### src/rtl/sdq_pkg.sv
package sdq_pkg;
  localparam int CL_W      = 3;
  localparam int RD_STAGES = 2;
  localparam int TAP_W     = (RD_STAGES > 1) ? $clog2(RD_STAGES) : 1;
  localparam logic [CL_W-1:0] CL2_CODE = 3'b010;
  localparam logic [CL_W-1:0] CL3_CODE = 3'b011;

  function automatic logic cl_reserved(input logic [CL_W-1:0] code);
    return !(code == CL2_CODE || code == CL3_CODE);
  endfunction
endpackage

### src/rtl/sdq_cl_decode.sv
module sdq_cl_decode
  import sdq_pkg::*;
(
  input  logic             clk,
  input  logic             rst,
  input  logic [CL_W-1:0]  cl_code,
  output logic [TAP_W-1:0] tap_idx,
  output logic             cl_err
);
  // latency 2 taps the first stage; latency 3 (and reserved codes) the last
  assign tap_idx = (cl_code == CL2_CODE) ? TAP_W'(0) : TAP_W'(RD_STAGES - 1);

  always_ff @(posedge clk) begin
    if (rst) cl_err <= 1'b0;
    else     cl_err <= cl_reserved(cl_code);
  end
endmodule

### src/rtl/sdq_rd_pipe.sv
module sdq_rd_pipe #(
  parameter int DW     = 16,
  parameter int STAGES = 2,
  parameter int IW     = 1
) (
  input  logic          clk,
  input  logic          rst,
  input  logic          launch,
  input  logic [DW-1:0] din,
  input  logic [IW-1:0] idx,
  output logic          tap_vld,
  output logic [DW-1:0] tap_dat
);
  logic          vld_q [STAGES];
  logic [DW-1:0] dat_q [STAGES];

  always_ff @(posedge clk) begin
    if (rst) begin
      for (int s = 0; s < STAGES; s++) vld_q[s] <= 1'b0;
    end else begin
      vld_q[0] <= launch;
      for (int s = 1; s < STAGES; s++) vld_q[s] <= vld_q[s-1];
    end
    dat_q[0] <= din;
    for (int s = 1; s < STAGES; s++) dat_q[s] <= dat_q[s-1];
  end

  assign tap_vld = vld_q[idx];
  assign tap_dat = dat_q[idx];
endmodule

### src/rtl/sdq_wr_path.sv
module sdq_wr_path #(
  parameter int DW = 16,
  parameter int NB = DW / 8
) (
  input  logic          clk,
  input  logic          rst,
  input  logic          wr_cmd,
  input  logic [NB-1:0] dqm,
  input  logic [DW-1:0] wr_din,
  output logic          wr_stb,
  output logic [NB-1:0] wr_be,
  output logic [DW-1:0] wr_dout
);
  always_ff @(posedge clk) begin
    if (rst) begin
      wr_stb  <= 1'b0;
      wr_be   <= '0;
      wr_dout <= '0;
    end else begin
      wr_stb  <= wr_cmd;
      wr_be   <= wr_cmd ? ~dqm : '0;
      wr_dout <= wr_din;
    end
  end
endmodule

### src/rtl/sdq_timing.sv
module sdq_timing
  import sdq_pkg::*;
#(
  parameter int DW = 16
) (
  input  logic                 clk,
  input  logic                 rst,
  input  logic                 rd_beat,
  input  logic                 pre_cut,
  input  logic                 wr_cmd,
  input  logic [DW/8-1:0]      dqm,
  input  logic [CL_W-1:0]      cl_code,
  input  logic [DW-1:0]        arr_rdata,
  input  logic [DW-1:0]        wr_din,
  output logic [DW-1:0]        dq_out,
  output logic [DW/8-1:0]      dq_oe,
  output logic                 wr_stb,
  output logic [DW/8-1:0]      wr_be,
  output logic [DW-1:0]        wr_dout,
  output logic                 cl_err
);
  localparam int NB = DW / 8;

  logic [TAP_W-1:0] tap_idx;
  logic             tap_vld;
  logic [DW-1:0]    tap_dat;
  logic [NB-1:0]    mask_q;

  sdq_cl_decode u_dec (
    .clk(clk), .rst(rst), .cl_code(cl_code), .tap_idx(tap_idx), .cl_err(cl_err)
  );

  sdq_rd_pipe #(.DW(DW), .STAGES(RD_STAGES), .IW(TAP_W)) u_pipe (
    .clk(clk), .rst(rst), .launch(rd_beat & ~pre_cut), .din(arr_rdata),
    .idx(tap_idx), .tap_vld(tap_vld), .tap_dat(tap_dat)
  );

  sdq_wr_path #(.DW(DW), .NB(NB)) u_wr (
    .clk(clk), .rst(rst), .wr_cmd(wr_cmd), .dqm(dqm), .wr_din(wr_din),
    .wr_stb(wr_stb), .wr_be(wr_be), .wr_dout(wr_dout)
  );

  // read mask: first register here, second is the output register (2 clocks)
  always_ff @(posedge clk) begin
    if (rst) mask_q <= '0;
    else     mask_q <= dqm;
  end

  always_ff @(posedge clk) begin
    if (rst)          dq_oe <= '0;
    else if (tap_vld) dq_oe <= ~mask_q;
    else              dq_oe <= '0;
  end

  genvar b;
  generate
    for (b = 0; b < NB; b++) begin : g_lane
      logic [7:0] lane_q;
      always_ff @(posedge clk) begin
        if (rst)                      lane_q <= 8'h00;
        else if (tap_vld && !mask_q[b]) lane_q <= tap_dat[b*8 +: 8];
        else                          lane_q <= 8'h00;
      end
      assign dq_out[b*8 +: 8] = lane_q;
    end
  endgenerate
endmodule

### config.mk
export PLATFORM = sky130hd
export DESIGN_NAME = sdq_timing
export DESIGN_NICKNAME = d
export VERILOG_FILES = /design/src/rtl/sdq_pkg.sv /design/src/rtl/sdq_cl_decode.sv /design/src/rtl/sdq_rd_pipe.sv /design/src/rtl/sdq_wr_path.sv /design/src/rtl/sdq_timing.sv
export SDC_FILE = /design/constraint.sdc
export NUM_CORES = 1
export LEC_CHECK = 0
export ABC_AREA = 1
export ABC_CLOCK_PERIOD_IN_PS = 800
export BUFFER_PORTS_ARGS = -buffer_cell sky130_fd_sc_hd__buf_2
export CORE_MARGIN = 2
export CORE_UTILIZATION = 42
export CTS_CLUSTER_SIZE = 10
export DETAILED_ROUTE_END_ITERATION = 7
export PLACE_DENSITY = 0.72
export SETUP_SLACK_MARGIN = 0.2
export SLEW_MARGIN = 25
export SYNTH_ARGS = -nofsm -noshare
export SYNTH_HDL_FRONTEND = slang
export SYNTH_SLANG_ARGS = --single-unit
### constraint.sdc
create_clock -name clk -period 0.8 [get_ports clk]
set_input_delay 0 -clock clk [delete_from_list [all_inputs] [get_ports clk]]
set_output_delay 0 -clock clk [all_outputs]
set_load 0.03 [all_outputs]
Yosys cells after proc, flatten, opt, wreduce, memory -nomap -nowiden. Memory sizes are Yosys's and may differ from the RTL's. Index checks and enable logic that the tools add are counted.

Register bits after elaboration: 40. RAM bits: 34. Input port bits: 42. Output and inout port bits: 38. Memories: 2.

Memories: u_pipe.dat_q (words 2, bits a word 16, rd ports 2, clocked after memory_dff 0, wr ports 2, RTL line sdq_rd_pipe.sv:15) `logic [DW-1:0] dat_q [STAGES];`; u_pipe.vld_q (words 2, bits a word 1, rd ports 2, clocked after memory_dff 0, wr ports 2, RTL line sdq_rd_pipe.sv:14) `logic vld_q [STAGES];`.

Eq/ne operators: 2. Multiplexer cells: 6. Bitwise gates (word level): 10. Reduce and logical (&&, ||, !) cells: 10.

Operator list (count): 2-bit OR reduction (4); 3-bit by 2-bit equality test with 1-bit output (second input constant) (2); 1-bit two-way mux (6); 1-bit NOT (5); 2-bit NOT (2); 1-bit zero test (3); 1-bit logical AND (2); 1-bit OR (2); 1-bit bitwise AND (1); 1-bit logical OR (1).

Depth between registers and ports, before layout. Gate-level depths: netlist of the first run. An unclocked memory read counts as a cell.

Word-level depth: 6. Depth in mapped cells: 7. Gate-level depth less buffers: 6.

By module. A second synthesis of the first run with hierarchy kept.

Cell total of the unflattened synthesis: 220. Area total of the unflattened synthesis: 2133.3 um^2.

By module, submodules not included: sdq_rd_pipe (instances 1, cells an instance 93, area each 950.9 um^2, sequential area each 680.7 um^2); sdq_timing (instances 1, cells an instance 65, area each 596.8 um^2, sequential area each 400.4 um^2); sdq_wr_path (instances 1, cells an instance 58, area each 545.5 um^2, sequential area each 380.4 um^2); sdq_cl_decode (instances 1, cells an instance 4, area each 40.0 um^2, sequential area each 20.0 um^2).

Least setup slack after synthesis of the first run. OpenSTA, ideal clock, no wires.

Path kind: reg2reg. From: memory u_pipe.vld_q[0]. To: register g_lane[0].lane_q[0]. Data arrival time: 669 ps. Data required time: 733 ps. Slack: 65 ps. Cell stages (with the launch flop): 5. Buffers on the path: 0. Period minus slack after synthesis: 735 ps. Path through: dfxtp_1 nand2_1 nand2_1 nand3_2 nor2_1.

RTL lines: from (decl) (RTL line sdq_rd_pipe.sv:14); to (signal assigned) (RTL line sdq_timing.sv:61) `else if (tap_vld && !mask_q[b]) lane_q <= tap_dat[b*8 +: 8];`; to (decl) (RTL line sdq_timing.sv:58) `logic [7:0] lane_q;`.

==> impl_metrics.ini, run 1 <==
[synthesis]
ys_seq_area_frac = 0.709
synth.ff_latch_count = 74
syn_area_per_cell_um2 = 9.59
synth_warnings = 0
syn_nets = 260
synth_cells = 218
synth_area_um2 = 2090
synth_cell_type_count = 13

[timing]
setup_viol = 7
slew_viol_final = 0
final.period_utilization = 1.02
hold_ws_ps = -29.3
slew_headroom = 0.843
fin_crit_ps = 815
clock_skew_ps = 6.24
finalHoldViolations = 1
setup_ws_ps = -14.7
max_freq_ghz = 1.23
rsz0062_at_grt = true
tightest_slew_ps = 235

[cells_and_area]
final_common_cell = inv_1
diodes = 0
final_nets = 390
final_util = 0.747
stdcell_area_um2 = 3550
drive_gt1_frac = 0.448
syn2layout_area_growth_pct = 69.9
final_cell_mix = inv_1, dfxtp_2, buf_2, buf_6, dlygate4sd3_1
layout.cells.non_filler = 420

[setup_path]
endpoint_kind = flip-flop
start_kind = flip-flop
setup.worst_path.class = flip-flop to flip-flop
timing.rr.end = g_lane[0].lane_q[6]
r2r_slack_ps = -10
reg2reg_from = u_pipe.vld_q[0]
required_ps = 1070
critical_path.max_fanout = 4
critical_path_arrival_ps = 1090
r2r_cells = 4

[floorplanning]
die_x_um = 74.6
ioPinCount = 80
die_y_um = 74.6
die_area_um2 = 5560
initial_core_util = 0.440
core_area_um2 = 4750
fp-row-count = 25

[cts]
clk_pin_slew_ps = 70
cts_max_level = 3
ctsHoldBuffers = 39
cts_buffers = 9
cts_buffer_depth = 2
cts.sinks = 74
cts_root_buf = clkbuf_8
cts_tree = done
clk_latency_ps = 340

[route]
first_pass_iters = 4
wl_per_cell_um = 10.9
vias_per_cell = 3.93
ant_nets = 0
drc = 0
num_vias = 1650
drtIter0Drc = 48
wl_um = 4570

[grt]
grt_start_max_net_pins = 33
grt_pass1_wl_um = 6770
grt_pass1_vias = 1555
antenna_found_initial = 0
grt_usage = 0.174
overflow = 0

[placed_design]
dp.cells = 361
globalplace.congestion = 0.634
post-place-ws_ps = -28.8
place_hpwl_um = 2200
io_buffers = 79
dpl_cell_area_um2 = 2580

[hold_path]
hold_start = rst
hold_depth = 4
holdCritPathClass = primary input to flip-flop
whs_endpoint = u_pipe.vld_q[0]

[power]
ir_drop_v = 0.00167
leakagePower_nw = 1.83
power-per-cell-area_nw_per_um2 = 2150

[flow_run]
drv_cap = 0

[run_status]
violations = hold timing, setup timing
status = finished, violations left
-- metal layers --
metal	track usage	vias to the layer above	part of all wire
met5	0	-	0
met4	0.0536	0	0.017
met3	0.102	7	0.070
met2	0.312	54	0.53
met1	0.167	705	0.39
li1	-	884	-
-- worst max-delay path by stage --
stage	start	end	slack, ps	depth (start not counted)
finish	u_pipe.vld_q[0]	g_lane[0].lane_q[6]	-10	4
floorplan	u_pipe.vld_q[0]	g_lane[0].lane_q[0]	90	4
detailed placement	u_pipe.vld_q[0]	g_lane[0].lane_q[7]	-30	4
CTS	u_pipe.vld_q[0]	g_lane[0].lane_q[7]	-30	4
global route	u_pipe.vld_q[0]	g_lane[0].lane_q[6]	-60	4
global placement	u_pipe.vld_q[0]	g_lane[0].lane_q[7]	-30	4
-- power breakdown --
part / leakage [nW] / internal [W] / switching, W
logic: 1.10 / 0.000432 / 0.000420
clock network: 0.105 / 0.00159 / 0.00127
registers: 0.630 / 0.00387 / 0.0000681
-- cells by family after synthesis --
logic type	count (synthesis)	share of synthesized area
and+or+nand+nor	62	0.125
AOI/OAI and AO/OA	17	0.0407
DFF	74	0.709
buffers and inverters	65	0.126
-- through the flow --
step                      total power, W  setup TNS (ps)  hold WS (ps)
after floorplan                  0.00433               0          27.7
after global placement           0.00453           -70.8           102
after detailed placement         0.00454            -167           104
after CTS                        0.00769            -321         -72.3
after global routing             0.00797           -1500         -4.51
final                            0.00765           -62.2         -29.3
-- what timing repair did --
action,4_1_cts,5_1_grt
hold endpoints to repair,39,1
setup endpoints to repair,56,59
pin swaps,3,1
gates cloned,2,0
buffers inserted,1,1
gates resized for setup,119,14
-- layout make-up --
cell class,count,area [um^2]
clock buffers,11,151
clock inverters,5,52.6
fillers,320,1200
inverters,60,225
multi-input cells,81,434
flip-flops and latches,74,1530
well taps,67,83.8
repair buffers,122,1070
-- worst max-delay path, stage by stage (launching register included) --
cell     delay, ps
dfxtp_2        340
nand2_4         70
nand2_8        100
nand3_2        110
nor2_1         130
-- flip-flops by register name, summed over array words and instances, names as in the netlist --
signal,cells
g_lane.lane_q,16
dq_oe,2
u_wr.wr_dout,16
u_pipe.dat_q,32
u_wr.wr_stb,1
u_pipe.vld_q,2
mask_q,2
u_wr.wr_be,2
u_dec.cl_err,1
-- cells in the mapped netlist --
cell	count	area share
dfxtp_1	74	0.71
a21oi_1	1	0.0024
nand2_1	21	0.038
inv_1	59	0.11
clkbuf_1	2	0.0036
o21ai_1	16	0.038
nand3_4	1	0.0084
inv_2	1	0.0018
nor3_1	2	0.0048
nor2_1	36	0.065
buf_4	1	0.0036
nand3_2	2	0.0096
buf_6	2	0.011
Power figures use the tool's default switching activity.
==> run 2: changes to the inputs <==
--- a/config.mk
+++ b/config.mk
@@ -6,13 +6,13 @@
 export NUM_CORES = 1
 export LEC_CHECK = 0
 export ABC_AREA = 1
-export ABC_CLOCK_PERIOD_IN_PS = 800
+export ABC_CLOCK_PERIOD_IN_PS = 1000
 export BUFFER_PORTS_ARGS = -buffer_cell sky130_fd_sc_hd__buf_2
 export CORE_MARGIN = 2
-export CORE_UTILIZATION = 42
+export CORE_UTILIZATION = 46
 export CTS_CLUSTER_SIZE = 10
 export DETAILED_ROUTE_END_ITERATION = 7
-export PLACE_DENSITY = 0.72
+export PLACE_DENSITY = 0.75
 export SETUP_SLACK_MARGIN = 0.2
 export SLEW_MARGIN = 25
 export SYNTH_ARGS = -nofsm -noshare
==> constraint.sdc (replaced) <==
create_clock -name clk -period 1 [get_ports clk]
set_input_delay 0 -clock clk [delete_from_list [all_inputs] [get_ports clk]]
set_output_delay 0 -clock clk [all_outputs]
set_load 0.03 [all_outputs]
==> impl_metrics.ini, run 2 (same netlist as run 1, synthesis figures left out) <==
[cells_and_area]
register_area_um2 = 1530
multi_input_area_um2 = 419
diodes = 0
drive_gt1_frac = 0.435
syn2layout_area_growth_pct = 66.2
top_regs = u_pipe.dat_q: 32 flops, g_lane.lane_q: 16 flops, u_wr.wr_dout: 16 flops
top_register = u_pipe.dat_q
final_nets = 389
largest_reg_flops = 32
final_common_cell = inv_1
fill_cells = 281
final_cell_mix = inv_1, buf_2, dfxtp_2, dlygate4sd3_1, buf_6

[cts]
ctsHoldBuffers = 39
cts_root_buf = clkbuf_8
clk_pin_slew_ps = 70
cts_tree = done
clk_latency_ps = 340
cts.sinks = 74
cts_buffers = 9
cts_buffer_depth = 2
cts_max_level = 3

[floorplanning]
initial_core_util = 0.480
die_x_um = 71.4
fp-row-count = 24
ioPinCount = 80
core_area_um2 = 4350
die_y_um = 71.4
die_area_um2 = 5100

[run_status]
violations = hold timing
status = finished, violations left

[timing]
fin_crit_ps = 825
clock_skew_ps = 6.30
tightest_slew_ps = 221
final.period_utilization = 0.825
slew_viol_final = 0
hold_ws_ps = -35.9
rsz0062_at_grt = true
finalHoldViolations = 2
max_freq_ghz = 1.21
slew_headroom = 0.853
fin_tns_setup_ps = 0
setup_viol = 0

[route]
wl_um = 4460
drtIter0Drc = 26
vias_per_cell = 4.16
num_vias = 1682
ant_nets = 0
first_pass_iters = 4
dr_wl_met2_um = 2270
dr_wl_met3_um = 444
drc = 0
top_layer_used = met4
wl_per_cell_um = 11.0
met1Wirelength_um = 1690

[setup_path]
cp_slowest_cell = dfxtp_2
r2r_cells = 4
start_kind = flip-flop
required_ps = 1270
endpoint_kind = flip-flop
cp_cell_sequence = nand2_2 -> nand2_4 -> nand3_4 -> nor2_2
setup.worst_path.class = flip-flop to flip-flop
slowest_delay_ps = 320
critical_path_arrival_ps = 1090
critical_path.max_fanout = 5

[placed_design]
globalplace.congestion = 0.671
io_buffers = 79
place_hpwl_um = 2310

[power]
clkPwrFrac = 0.354
swShare = 0.234
leakagePower_nw = 1.79
p_seq_frac = 0.533
power_frac_comb = 0.113
internal_power_w = 0.00453
power-per-cell-area_nw_per_um2 = 1700
ir_drop_v = 0.00130
power.switching_w = 0.00138

[hold_path]
holdCritPathClass = primary input to flip-flop
hold_depth = 4

[grt]
grt_start_max_net_pins = 23
antenna_found_initial = 0
grt_pass1_wl_um = 7490
overflow = 0
grt_usage = 0.196
grt_pass1_vias = 1789

[flow_run]
drv_cap = 0
-- run 2: cell count changes in the layout (fill, tap and decap cells not counted), sizes merged --
| cell | change |
|---|---|
| clkinvlp | +1 |
| buf | -1 |
| dlygate4sd3 | +1 |
| bufinv | -1 |
| clkinv | -1 |
| dlymetal6s4s | -1 |
| clkbuf | +1 |
-- run 2: path summary, 6_finish.rpt --
path	from	to	slack [ps]
worst min register to register	u_pipe.dat_q[0][2]	u_pipe.dat_q[1][2]	350
worst max register to register	u_pipe.vld_q[0]	g_lane[0].lane_q[4]	170
worst min-delay path	rst	u_pipe.vld_q[0]	-40
worst max-delay path	u_pipe.vld_q[0]	g_lane[0].lane_q[4]	170
-- run 2: critical path, delay by kind of cell, from the launching register on --
kind / cells / cell delay, ps
AND/OR/NAND/NOR: 4 / 440
flip-flops: 1 / 320
-- run 2: through the flow --
step | total power [W] | setup WS, ps | area [um^2] | util | instances
finish | 0.00590 | 175 | 3480 | 0.798 | 404
global route | 0.00616 | 125 | 3480 | 0.798 | 404
CTS | 0.00596 | 177 | 3460 | 0.794 | 404
detailed placement | 0.00362 | 117 | 2540 | 0.582 | 347
global placement | 0.00361 | 148 | 2540 | 0.582 | 347
floorplan | 0.00346 | 265 | 2090 | - | 218
-- run 2: layout make-up --
cell class,instances,area share
Multi-Input combinational cell,81,0.121
Clock buffer,12,0.0475
Sequential cell,74,0.440
Clock inverter,4,0.00720
Timing Repair Buffer,121,0.301
Tap cell,52,0.0187
Inverter,60,0.0648
-- run 2: repair_timing --
action	4_1_cts	5_1_grt
endpoints found under the setup margin	56	54
pin swaps	4	4
gates cloned	2	0
hold endpoints to repair	40	2
gates resized for setup	120	10
buffers inserted	0	0
-- run 2: power by group through the flow --
stage / combinational, W / sequential, W / clock, W
2_1_floorplan: 0.000154 / 0.00330 / 0
5_1_grt: 0.000727 / 0.00316 / 0.00228
3_3_place_gp: 0.000427 / 0.00318 / 0
3_5_place_dp: 0.000436 / 0.00319 / 0
6_report: 0.000665 / 0.00315 / 0.00209
4_1_cts: 0.000650 / 0.00314 / 0.00217
-- run 2: layer usage --
| metal | up-vias | global-route usage |
|---|---|---|
| met3 | 7 | 0.115 |
| met1 | 728 | 0.182 |
| met2 | 64 | 0.355 |
| met5 | - | 0 |
| met4 | 0 | 0.0629 |
| li1 | 883 | - |
